--- config.mk ---
export PLATFORM = sky130hd
export DESIGN_NAME = deadband_timer
export DESIGN_NICKNAME = d
export VERILOG_FILES = /design/src/rtl/dbt_pkg.sv /design/src/rtl/dbt_regs.sv /design/src/rtl/dbt_counter.sv /design/src/rtl/dbt_outstage.sv /design/src/rtl/deadband_timer.sv
export SDC_FILE = /design/constraint.sdc
export NUM_CORES = 1
export LEC_CHECK = 0
export BUFFER_PORTS_ARGS = -buffer_cell sky130_fd_sc_hd__buf_2
export CELL_PAD_IN_SITES_DETAIL_PLACEMENT = 1
export CELL_PAD_IN_SITES_GLOBAL_PLACEMENT = 1
export CORE_ASPECT_RATIO = 1.25
export CORE_MARGIN = 2
export CORE_UTILIZATION = 46
export CTS_BUF_LIST = sky130_fd_sc_hd__clkbuf_2 sky130_fd_sc_hd__clkbuf_4 sky130_fd_sc_hd__clkbuf_8
export DETAILED_ROUTE_END_ITERATION = 16
export PLACE_DENSITY = 0.79
export SYNTH_ARGS = -nofsm -noshare
export SYNTH_HDL_FRONTEND = slang
export SYNTH_SLANG_ARGS = --single-unit
export TNS_END_PERCENT = 20
--- constraint.sdc ---
create_clock -name clk -period 1.23 [get_ports clk]
set_input_delay 0.0615 -clock clk [delete_from_list [all_inputs] [get_ports clk]]
set_output_delay 0.0615 -clock clk [all_outputs]
set_load 0.03 [all_outputs]
--- src/rtl/dbt_pkg.sv ---
package dbt_pkg;
  localparam int unsigned ADDR_W = 2;

  typedef enum logic [ADDR_W-1:0] {
    ADR_COUNT  = 2'd0,
    ADR_PERIOD = 2'd1,
    ADR_BUFFER = 2'd2,
    ADR_CTRL   = 2'd3
  } dbt_addr_e;
endpackage

--- src/rtl/dbt_regs.sv ---
module dbt_regs
  import dbt_pkg::*;
#(
  parameter int unsigned DW = 8
) (
  input  logic              clk,
  input  logic              rst_n,
  input  logic              wr_en,
  input  logic              rd_en,
  input  logic [ADDR_W-1:0] addr,
  input  logic [DW-1:0]     wdata,
  input  logic [DW-1:0]     count_val,
  output logic              enable,
  output logic [DW-1:0]     period,
  output logic              per_load,
  output logic [DW-1:0]     buffer,
  output logic [DW-1:0]     rdata
);
  logic          en_n;
  logic [DW-1:0] per_n, buf_n;
  logic          snap;

  // the count is copied into the buffer on a read of address 0, but only while disabled
  assign snap     = rd_en && !wr_en && (addr == ADR_COUNT) && !enable;
  assign per_load = wr_en && (addr == ADR_PERIOD) && !enable;

  always_comb begin
    en_n  = enable;
    per_n = period;
    buf_n = buffer;
    if (wr_en) begin
      unique case (addr)
        ADR_PERIOD: per_n = wdata;
        ADR_BUFFER: buf_n = wdata;
        ADR_CTRL:   en_n  = wdata[0];
        default:    ;
      endcase
    end else if (snap) begin
      buf_n = count_val;
    end
  end

  always_ff @(posedge clk or negedge rst_n) begin
    if (!rst_n) begin
      enable <= 1'b0;
      period <= '0;
      buffer <= '0;
    end else begin
      enable <= en_n;
      period <= per_n;
      buffer <= buf_n;
    end
  end

  always_comb begin
    rdata = '0;
    if (rd_en) begin
      unique case (addr)
        ADR_BUFFER: rdata = buffer;
        ADR_CTRL:   rdata = {{(DW-1){1'b0}}, enable};
        default:    rdata = '0;
      endcase
    end
  end

  // snapshot lands in buffer
  p_snapshot_r11: assert property (@(posedge clk) disable iff (!rst_n)
    snap |=> buffer == $past(count_val));
  // enabled count read leaves buffer alone
  p_no_snap_enabled_r11: assert property (@(posedge clk) disable iff (!rst_n)
    (rd_en && !wr_en && addr == ADR_COUNT && enable) |=> $stable(buffer));
  // period address never reads back
  p_period_wo_r2: assert property (@(posedge clk) disable iff (!rst_n)
    (rd_en && addr == ADR_PERIOD) |-> rdata == '0);
endmodule

--- src/rtl/dbt_counter.sv ---
module dbt_counter #(
  parameter int unsigned DW = 8
) (
  input  logic          clk,
  input  logic          rst_n,
  input  logic          enable,
  input  logic          ref_in,
  input  logic          per_load,
  input  logic [DW-1:0] load_val,
  input  logic [DW-1:0] period,
  output logic [DW-1:0] count,
  output logic          busy,
  output logic          level
);
  logic          ref_q;
  logic          ref_edge;
  logic          tc;
  logic [DW-1:0] cnt_n;
  logic          busy_n;

  assign level    = ref_q;
  assign ref_edge = enable && (ref_in != ref_q);
  assign tc       = busy && (count == '0);

  always_comb begin
    cnt_n  = count;
    busy_n = busy;
    if (!enable) begin
      busy_n = 1'b0;
      if (per_load) cnt_n = load_val;
    end else if (ref_edge) begin
      busy_n = 1'b1;
      cnt_n  = period;
    end else if (busy) begin
      if (tc) begin
        busy_n = 1'b0;
        cnt_n  = period;
      end else begin
        cnt_n = count - 1'b1;
      end
    end
  end

  always_ff @(posedge clk or negedge rst_n) begin
    if (!rst_n) begin
      ref_q <= 1'b0;
      count <= '0;
      busy  <= 1'b0;
    end else begin
      ref_q <= ref_in;
      count <= cnt_n;
      busy  <= busy_n;
    end
  end

  // disabled period write preloads the count
  p_preload_r9: assert property (@(posedge clk) disable iff (!rst_n)
    (!enable && per_load) |=> count == $past(load_val));
  // disabled count holds
  p_hold_disabled_r8: assert property (@(posedge clk) disable iff (!rst_n)
    (!enable && !per_load) |=> $stable(count));
  // reload from period at terminal count
  p_tc_reload_r10: assert property (@(posedge clk) disable iff (!rst_n)
    (enable && tc && !ref_edge) |=> (count == $past(period)) && !busy);
  // each edge restarts the interval
  p_restart_r6: assert property (@(posedge clk) disable iff (!rst_n)
    ref_edge |=> busy && count == $past(period));
  // counter steps down by one inside an interval
  p_step_r3: assert property (@(posedge clk) disable iff (!rst_n)
    (enable && busy && !tc && !ref_edge) |=> count == $past(count) - 1'b1);
endmodule

--- src/rtl/dbt_outstage.sv ---
module dbt_outstage (
  input  logic enable,
  input  logic level,
  input  logic busy,
  output logic out_a,
  output logic out_b
);
  logic quiet;

  assign quiet = enable && !busy;
  assign out_a = quiet && level;
  assign out_b = quiet && !level;
endmodule

--- src/rtl/deadband_timer.sv ---
module deadband_timer
  import dbt_pkg::*;
#(
  parameter int unsigned DW = 8
) (
  input  logic              clk,
  input  logic              rst_n,
  input  logic              wr_en,
  input  logic              rd_en,
  input  logic [ADDR_W-1:0] addr,
  input  logic [DW-1:0]     wdata,
  output logic [DW-1:0]     rdata,
  input  logic              ref_in,
  output logic              out_a,
  output logic              out_b
);
  logic [1:0]    rst_sync;
  logic          rst_ns;
  logic          enable, per_load, busy, level;
  logic [DW-1:0] period, count, buffer;

  always_ff @(posedge clk or negedge rst_n) begin
    if (!rst_n) rst_sync <= 2'b00;
    else        rst_sync <= {rst_sync[0], 1'b1};
  end
  assign rst_ns = rst_sync[1];

  dbt_regs #(.DW(DW)) u_regs (
    .clk(clk), .rst_n(rst_ns), .wr_en(wr_en), .rd_en(rd_en), .addr(addr),
    .wdata(wdata), .count_val(count), .enable(enable), .period(period),
    .per_load(per_load), .buffer(buffer), .rdata(rdata)
  );

  dbt_counter #(.DW(DW)) u_counter (
    .clk(clk), .rst_n(rst_ns), .enable(enable), .ref_in(ref_in),
    .per_load(per_load), .load_val(wdata), .period(period),
    .count(count), .busy(busy), .level(level)
  );

  dbt_outstage u_out (
    .enable(enable), .level(level), .busy(busy), .out_a(out_a), .out_b(out_b)
  );

  // outputs never overlap
  p_no_overlap_r7: assert property (@(posedge clk) disable iff (!rst_ns)
    !(out_a && out_b));
  // disabled slice drives nothing
  p_disabled_low_r8: assert property (@(posedge clk) disable iff (!rst_ns)
    !enable |-> (!out_a && !out_b));
  // a reference edge pulls both outputs low on the next cycle
  p_edge_low_r3: assert property (@(posedge clk) disable iff (!rst_ns)
    (enable && (ref_in != level)) |=> (!out_a && !out_b));
endmodule

==> impl_metrics.ini, run 1 <==
[outcome]
outcome = finished with violations
failed_checks = design-rule violations, negative setup slack

[route]
drt-initial-drc-count = 138
wl_per_cell_um = 28.51
vias = 1790
wl_met2_um = 4112
routed.top_layer = met4
postRouteAntennaNets = 0
dr.pass1.iters = 11
vias_per_cell = 6.416
wl_met1_um = 2832
wl_met3_um = 575
finalWirelength_um = 7955
drc_errors = 3

[clocking]
cts.sinks = 29
ctsRootBufferMaster = clkbuf_8
tritoncts = done
cts.htree.levels = 2
clk_pin_slew_ns = 0.07
clkLatencyLatePin_ns = 0.30
clock_path_buffers = 2
numCtsBuffers = 5

[worst_setup_path]
cp_slowest_stage_delay_ns = 0.38
crit_buf_inv = 2
start_kind = flip-flop
cp_cell_sequence = inv_2, ha_4, and4bb_2, a22oi_4, buf_6, mux2i_1, o221ai_1
worstSetupPathType = flip-flop to flip-flop
crit_family = flip-flops
critPathMaxFanout = 3
arrival_ns = 1.92
slowest_stage = dfrtp_1
endpoint_kind = flip-flop
required_ns = 1.37

[placement]
dp_cells = 263
placed_area_um2 = 2125
pre_cts_slack_ns = -0.4432
port-buffer-count = 24
routabilityCongestion = 0.8790
dp_hpwl_um = 3730

[yosys]
yosysTopAreaCellShare_pct = 42.00
synth_common_cells = 30 x nand2_1, 29 x dfrtp_1, 18 x mux2i_1
yosys.area.top_type = dfrtp_1
ys_seq_elements = 29
async_flop_share_pct = 100.0
synth_edf_count = 0
syn-num-nets = 191
syn_inst = 174
avgSynthCellArea_um2 = 9.931
ys_warn_count = 0
netlist_area_um2 = 1728
yosysMostFrequentCell = nand2_1
yosys-top-cells-area = dfrtp_1 42%, mux2i_1 10%, nand2_1 6.5%
synth-seq-area-share_pct = 42.00
ys_types = 46
synth_top_flop_cell = dfrtp_1

[timing]
worstMarginPinSlew_ns = 0.5541
setup_ws_ns = -0.5542
hold_ws_ns = 0.01185
setup_viol = 20
final_max_slew_viol_count = 0
max_freq_mhz = 560.5
finalHoldViolations = 0
rsz0062_at_grt = true
fin_worst_skew_ns = 0.008207
min_period_ns = 1.784
maxSlewHeadroom_pct = 62.93
fin_crit_sh_pct = 145.1
tns_ns = -6.861

[pwr]
ir_drop_mv = 1.512
power.density_nw_per_um2 = 2264
power_mw = 5.659
leakage_nw = 1.199

[global_route]
grt_pass1_vias = 1931
grt-ovfl-total = 0
track_usage_pct = 34.35
antenna_found_initial = 1
grt_first_pass_wirelength_um = 10360
grt_max_degree = 28

[run]
cap_violations = 0

[final_layout]
syn2layout_area_growth_pct = 44.68
utilization_pct = 70.55
final_area_um2 = 2500
drive_above_1_share_pct = 46.03
fillers = 371
fin_nets = 255
stdcell_count = 279

[worst_hold_path]
min_path_type = input pin to flip-flop

[floorplanning]
design.core.area_um2 = 3543
rows = 24
die_h_um = 72.53
die_width_um = 58.82
dieArea_um2 = 4266
pin_count = 25
initial_utilization_pct = 48.76
-- cell type report --
cell class | instances | area, µm² | share of cell area (%)
Multi-Input combinational cell | 130 | 1069 | 42.74
Sequential cell | 29 | 725.7 | 29.03
Timing Repair Buffer | 66 | 498.0 | 19.92
Clock buffer | 5 | 68.82 | 2.753
Clock inverter | 3 | 65.06 | 2.603
Tap cell | 39 | 48.80 | 1.952
Inverter | 6 | 22.52 | 0.9009
Antenna cell | 1 | 2.502 | 0.1001
-- cell families (layout without fill, tap and decap cells) --
family | count (synthesis) | after routing | synth area share, %
AOI/OAI and AO/OA | 34 | 34 | 16.44
xor gates and xnor gates | 3 | 3 | 1.956
adders and majority gates | 2 | 2 | 1.448
buffers and inverters | 15 | 80 | 4.562
DFF | 29 | 29 | 42.00
muxes | 19 | 19 | 11.08
other | 1 | 2 | 0.2170
and+or+nand+nor | 71 | 71 | 22.30
-- layer usage --
| layer | track usage [%] | vias to the layer above |
|---|---|---|
| li1 | - | 743 |
| met1 | 35.87 | 895 |
| met2 | 61.36 | 111 |
| met3 | 6.239 | 41 |
| met4 | 22.22 | 0 |
| met5 | 0 | - |
-- final timing paths --
check	from	cells after the start	end	slack [ns]
min in group asynchronous	rst_n	2	rst_sync[1]	0.07
min reg2reg	rst_sync[1]	1	u_regs.buffer[2]	0.26
max reg2reg	u_counter.count[0]	7	u_counter.count[3]	-0.55
min	wdata[3]	3	u_regs.period[3]	0.01
max	u_counter.count[0]	7	u_counter.count[3]	-0.55
max in group asynchronous	rst_sync[1]	1	u_counter.count[1]	0.69
-- worst register-to-register path: cells and delay by family, from the launching register on --
| family | cells | cell delay [ns] |
|---|---|---|
| buf+inv | 2 | 0.22 |
| flops | 1 | 0.38 |
| fa+ha+maj | 1 | 0.16 |
| compound gates | 2 | 0.36 |
| simple gates | 1 | 0.27 |
| mux | 1 | 0.24 |
-- power by group --
group	internal [mW]	total, mW	switching [mW]
Clock	0.805	1.23	0.427
Combinational	1.34	2.91	1.57
Sequential	1.21	1.52	0.304
-- timing repair --
| item | CTS | global route |
|---|---|---|
| buffers inserted | 1 | 4 |
| gates resized for setup | 20 | 19 |
| hold buffers | 2 | 0 |
| setup endpoints to repair | 20 | 24 |
| hold endpoints to repair | 3 | 0 |
| pin swaps | 4 | 9 |
-- cell usage in the layout (no fill, tap or decap), types with 2 or more instances in the layout --
cell type,n
ha_4,2
o21ai_1,2
nor2_1,10
o31ai_1,2
buf_2,21
a2bb2oi_1,2
inv_2,2
xor2_2,2
dlygate4sd3_1,2
or4_4,2
clkbuf_8,5
bufinv_16,2
a21oi_2,3
o22ai_1,2
nor2_4,2
buf_6,8
nand2_1,30
dfrtp_1,29
a21oi_1,7
nor3b_2,2
nor2_2,3
mux2i_1,17
and2_1,7
buf_4,33
o221ai_1,3
inv_1,4
-- registers in the layout, indices dropped and copies added, names as in the netlist --
register,count
u_counter.count,8
u_regs.buffer,8
u_regs.period,8
rst_sync,2
u_counter.busy,1
u_counter.level,1
u_regs.enable,1
Note: power is estimated with default switching activity, not from simulation.
==> run 2, diff against run 1 <==
CORE_UTILIZATION = 40   (was 46)
CTS_CLUSTER_SIZE = 40   (was default)
PLACE_DENSITY = 0.7   (was 0.79)
==> run 2 against run 1 <==
Against the previous run:
- first-iteration DRC count decreased by 62%
- critical path depth unchanged
- largest power group unchanged
- global-route usage is 11 points lower
- fmax is 6.9% higher
- worst setup slack improved by 0.12 ns
- clock skew fell by 0.0037 ns
- count of clock-buffer cells in the layout did not move
- sequential power shrank 4%
- the run ends with negative setup slack left
- utilization decreased by 13 points
- die area rose by 14%
- clock power is 35% lower
==> impl_metrics.ini, run 2 (synthesis gave the netlist of run 1 again) <==
[outcome]
failed_checks = negative setup slack
outcome = finished with violations

[worst_setup_path]
rr_endpoint = u_counter.count[2]
r2r-start = u_counter.count[1]
endpoint_kind = flip-flop
critPathMaxFanout = 2
start_kind = flip-flop
required_ns = 1.38
worstSetupPathType = flip-flop to flip-flop
arrival_ns = 1.82
worstSetupStartpoint = u_counter.count[1]
worstRegToRegCells = 7
crit_end = u_counter.count[2]
reg2reg_slack_ns = -0.44

[floorplanning]
rows = 26
die_width_um = 62.79
dieArea_um2 = 4865
die_h_um = 77.49
pin_count = 25
initial_utilization_pct = 41.82
design.core.area_um2 = 4131

[clocking]
ctsRootBufferMaster = clkbuf_8
cts.sinks = 29
clk_pin_slew_ns = 0.07
clkLatencyLatePin_ns = 0.29
tritoncts = done
clock_path_buffers = 2
numCtsBuffers = 5
cts.htree.levels = 2

[final_layout]
utilization_pct = 57.72
stdcell_count = 293
drive_above_1_share_pct = 42.19
antenna_cells = 0
fillers = 492
reg.largest.list = u_counter.count: 8 flops, u_regs.buffer: 8 flops, u_regs.period: 8 flops
layout_commonest_cell = buf_4
final_area_um2 = 2385
syn2layout_area_growth_pct = 38.02
most-common-layout-cells = 33 x buf_4, 30 x nand2_1, 27 x dfrtp_1
fin_nets = 253

[worst_hold_path]
hp-start = wdata[5]
min_path_type = input pin to flip-flop

[timing]
rsz0062_at_grt = true
fin_worst_skew_ns = 0.004469
max_freq_mhz = 599.3
setup_viol = 20
fin_crit_sh_pct = 135.7
final_max_slew_viol_count = 0
hold_ws_ns = 0.004969
finalHoldViolations = 0
min_period_ns = 1.669
tns_ns = -5.274
setup_ws_ns = -0.4386

[pwr]
p_sw_mw = 1.811
internal-power_mw = 2.812
ir_drop_mv = 0.9981
pwr-share-clk_pct = 17.2
p_sw_share_pct = 39.18
leakage_nw = 1.151
power.density_nw_per_um2 = 1938
seq_power_share_pct = 31.6
p_comb_share_pct = 51.2

[run]
cap_violations = 0

[global_route]
grt_pass1_vias = 1718
grt_max_degree = 17
track_usage_pct = 23.08
grt-ovfl-total = 0
antenna_found_initial = 0
grt_first_pass_wirelength_um = 8583

[route]
wl_per_cell_um = 17.59
drc_errors = 0
vias_per_cell = 5.307
postRouteAntennaNets = 0
finalWirelength_um = 5154
dr.pass1.iters = 4
vias = 1555
drt-initial-drc-count = 53

[placement]
dp_cells = 279
dp_hpwl_um = 3803
routabilityCongestion = 0.8275
placed_area_um2 = 2151
port-buffer-count = 24
==> run 2: cell count changes in the layout (fill, tap and decap cells not counted), moves of 2 or more <==
cell,change
buf_6,-3
nor2_2,-2
bufinv_16,-2
dfrtp_2,+2
dfrtp_1,-2
nor2_1,+2
==> run 2: layout make-up <==
| type | instances | area (µm²) | share of cell area (%) |
|---|---|---|---|
| clock buffer | 5 | 68.82 | 2.886 |
| clock inverter | 3 | 17.52 | 0.7345 |
| inverter | 6 | 22.52 | 0.9444 |
| multi-input combinational | 130 | 998.5 | 41.87 |
| sequential | 29 | 728.2 | 30.54 |
| tap | 56 | 70.07 | 2.938 |
| timing repair buffer | 64 | 479.2 | 20.09 |
==> run 2: power groups by stage <==
| stage | registers (mW) | logic (mW) | clock network (mW) |
|---|---|---|---|
| finish | 1.46 | 2.37 | 0.795 |
| detailed placement | 1.47 | 2.06 | 0 |
| global placement | 1.45 | 1.97 | 0 |
| floorplan | 1.43 | 1.25 | 0 |
| CTS | 1.45 | 2.27 | 0.816 |
| global route | 1.49 | 2.57 | 0.860 |
==> run 2: how the worst min path moves through the flow <==
stage                  endpoint  slack (ns)  depth (start not counted)
3_5_place_dp        rst_sync[0]       -0.15                          1
5_1_grt        u_regs.period[4]        0.01                          3
4_1_cts        u_regs.period[5]       0.003                          3
3_3_place_gp        rst_sync[0]       -0.15                          1
6_report       u_regs.period[5]       0.005                          3
2_1_floorplan       rst_sync[0]       -0.23                          0
==> run 2: metrics by stage <==
step           setup WS [ns]  total power, mW
6_report             -0.4386            4.623
3_5_place_dp         -0.4325            3.530
3_3_place_gp         -0.3744            3.414
4_1_cts              -0.4206            4.536
5_1_grt              -0.4934            4.916
2_1_floorplan        -0.3760            2.680
==> run 2: worst max-delay path: stages (launching register included) <==
cell and delay, ns:
dfrtp_1 0.35, inv_1 0.08, ha_4 0.16, and4bb_2 0.26, a22oi_4 0.18, buf_4 0.16, mux2i_1 0.19, o221ai_1 0.14
==> run 2: metal layers <==
layer / track usage, % / wire [µm] / vias up
met3: 3.913 / 151 / 11
met2: 42.15 / 2779 / 29
met4: 9.556 / 125 / 0
met5: 0 / 0 / -
met1: 26.44 / 2098 / 783
li1: - / - / 732
==> run 2: repair_timing <==
item / 4_1_cts / 5_1_grt
hold buffers: 3 / 0
pin swaps: 7 / 0
buffers inserted: 2 / 1
gates resized for setup: 18 / 5
setup endpoints to repair: 20 / 20
endpoints found under the hold margin: 4 / 0
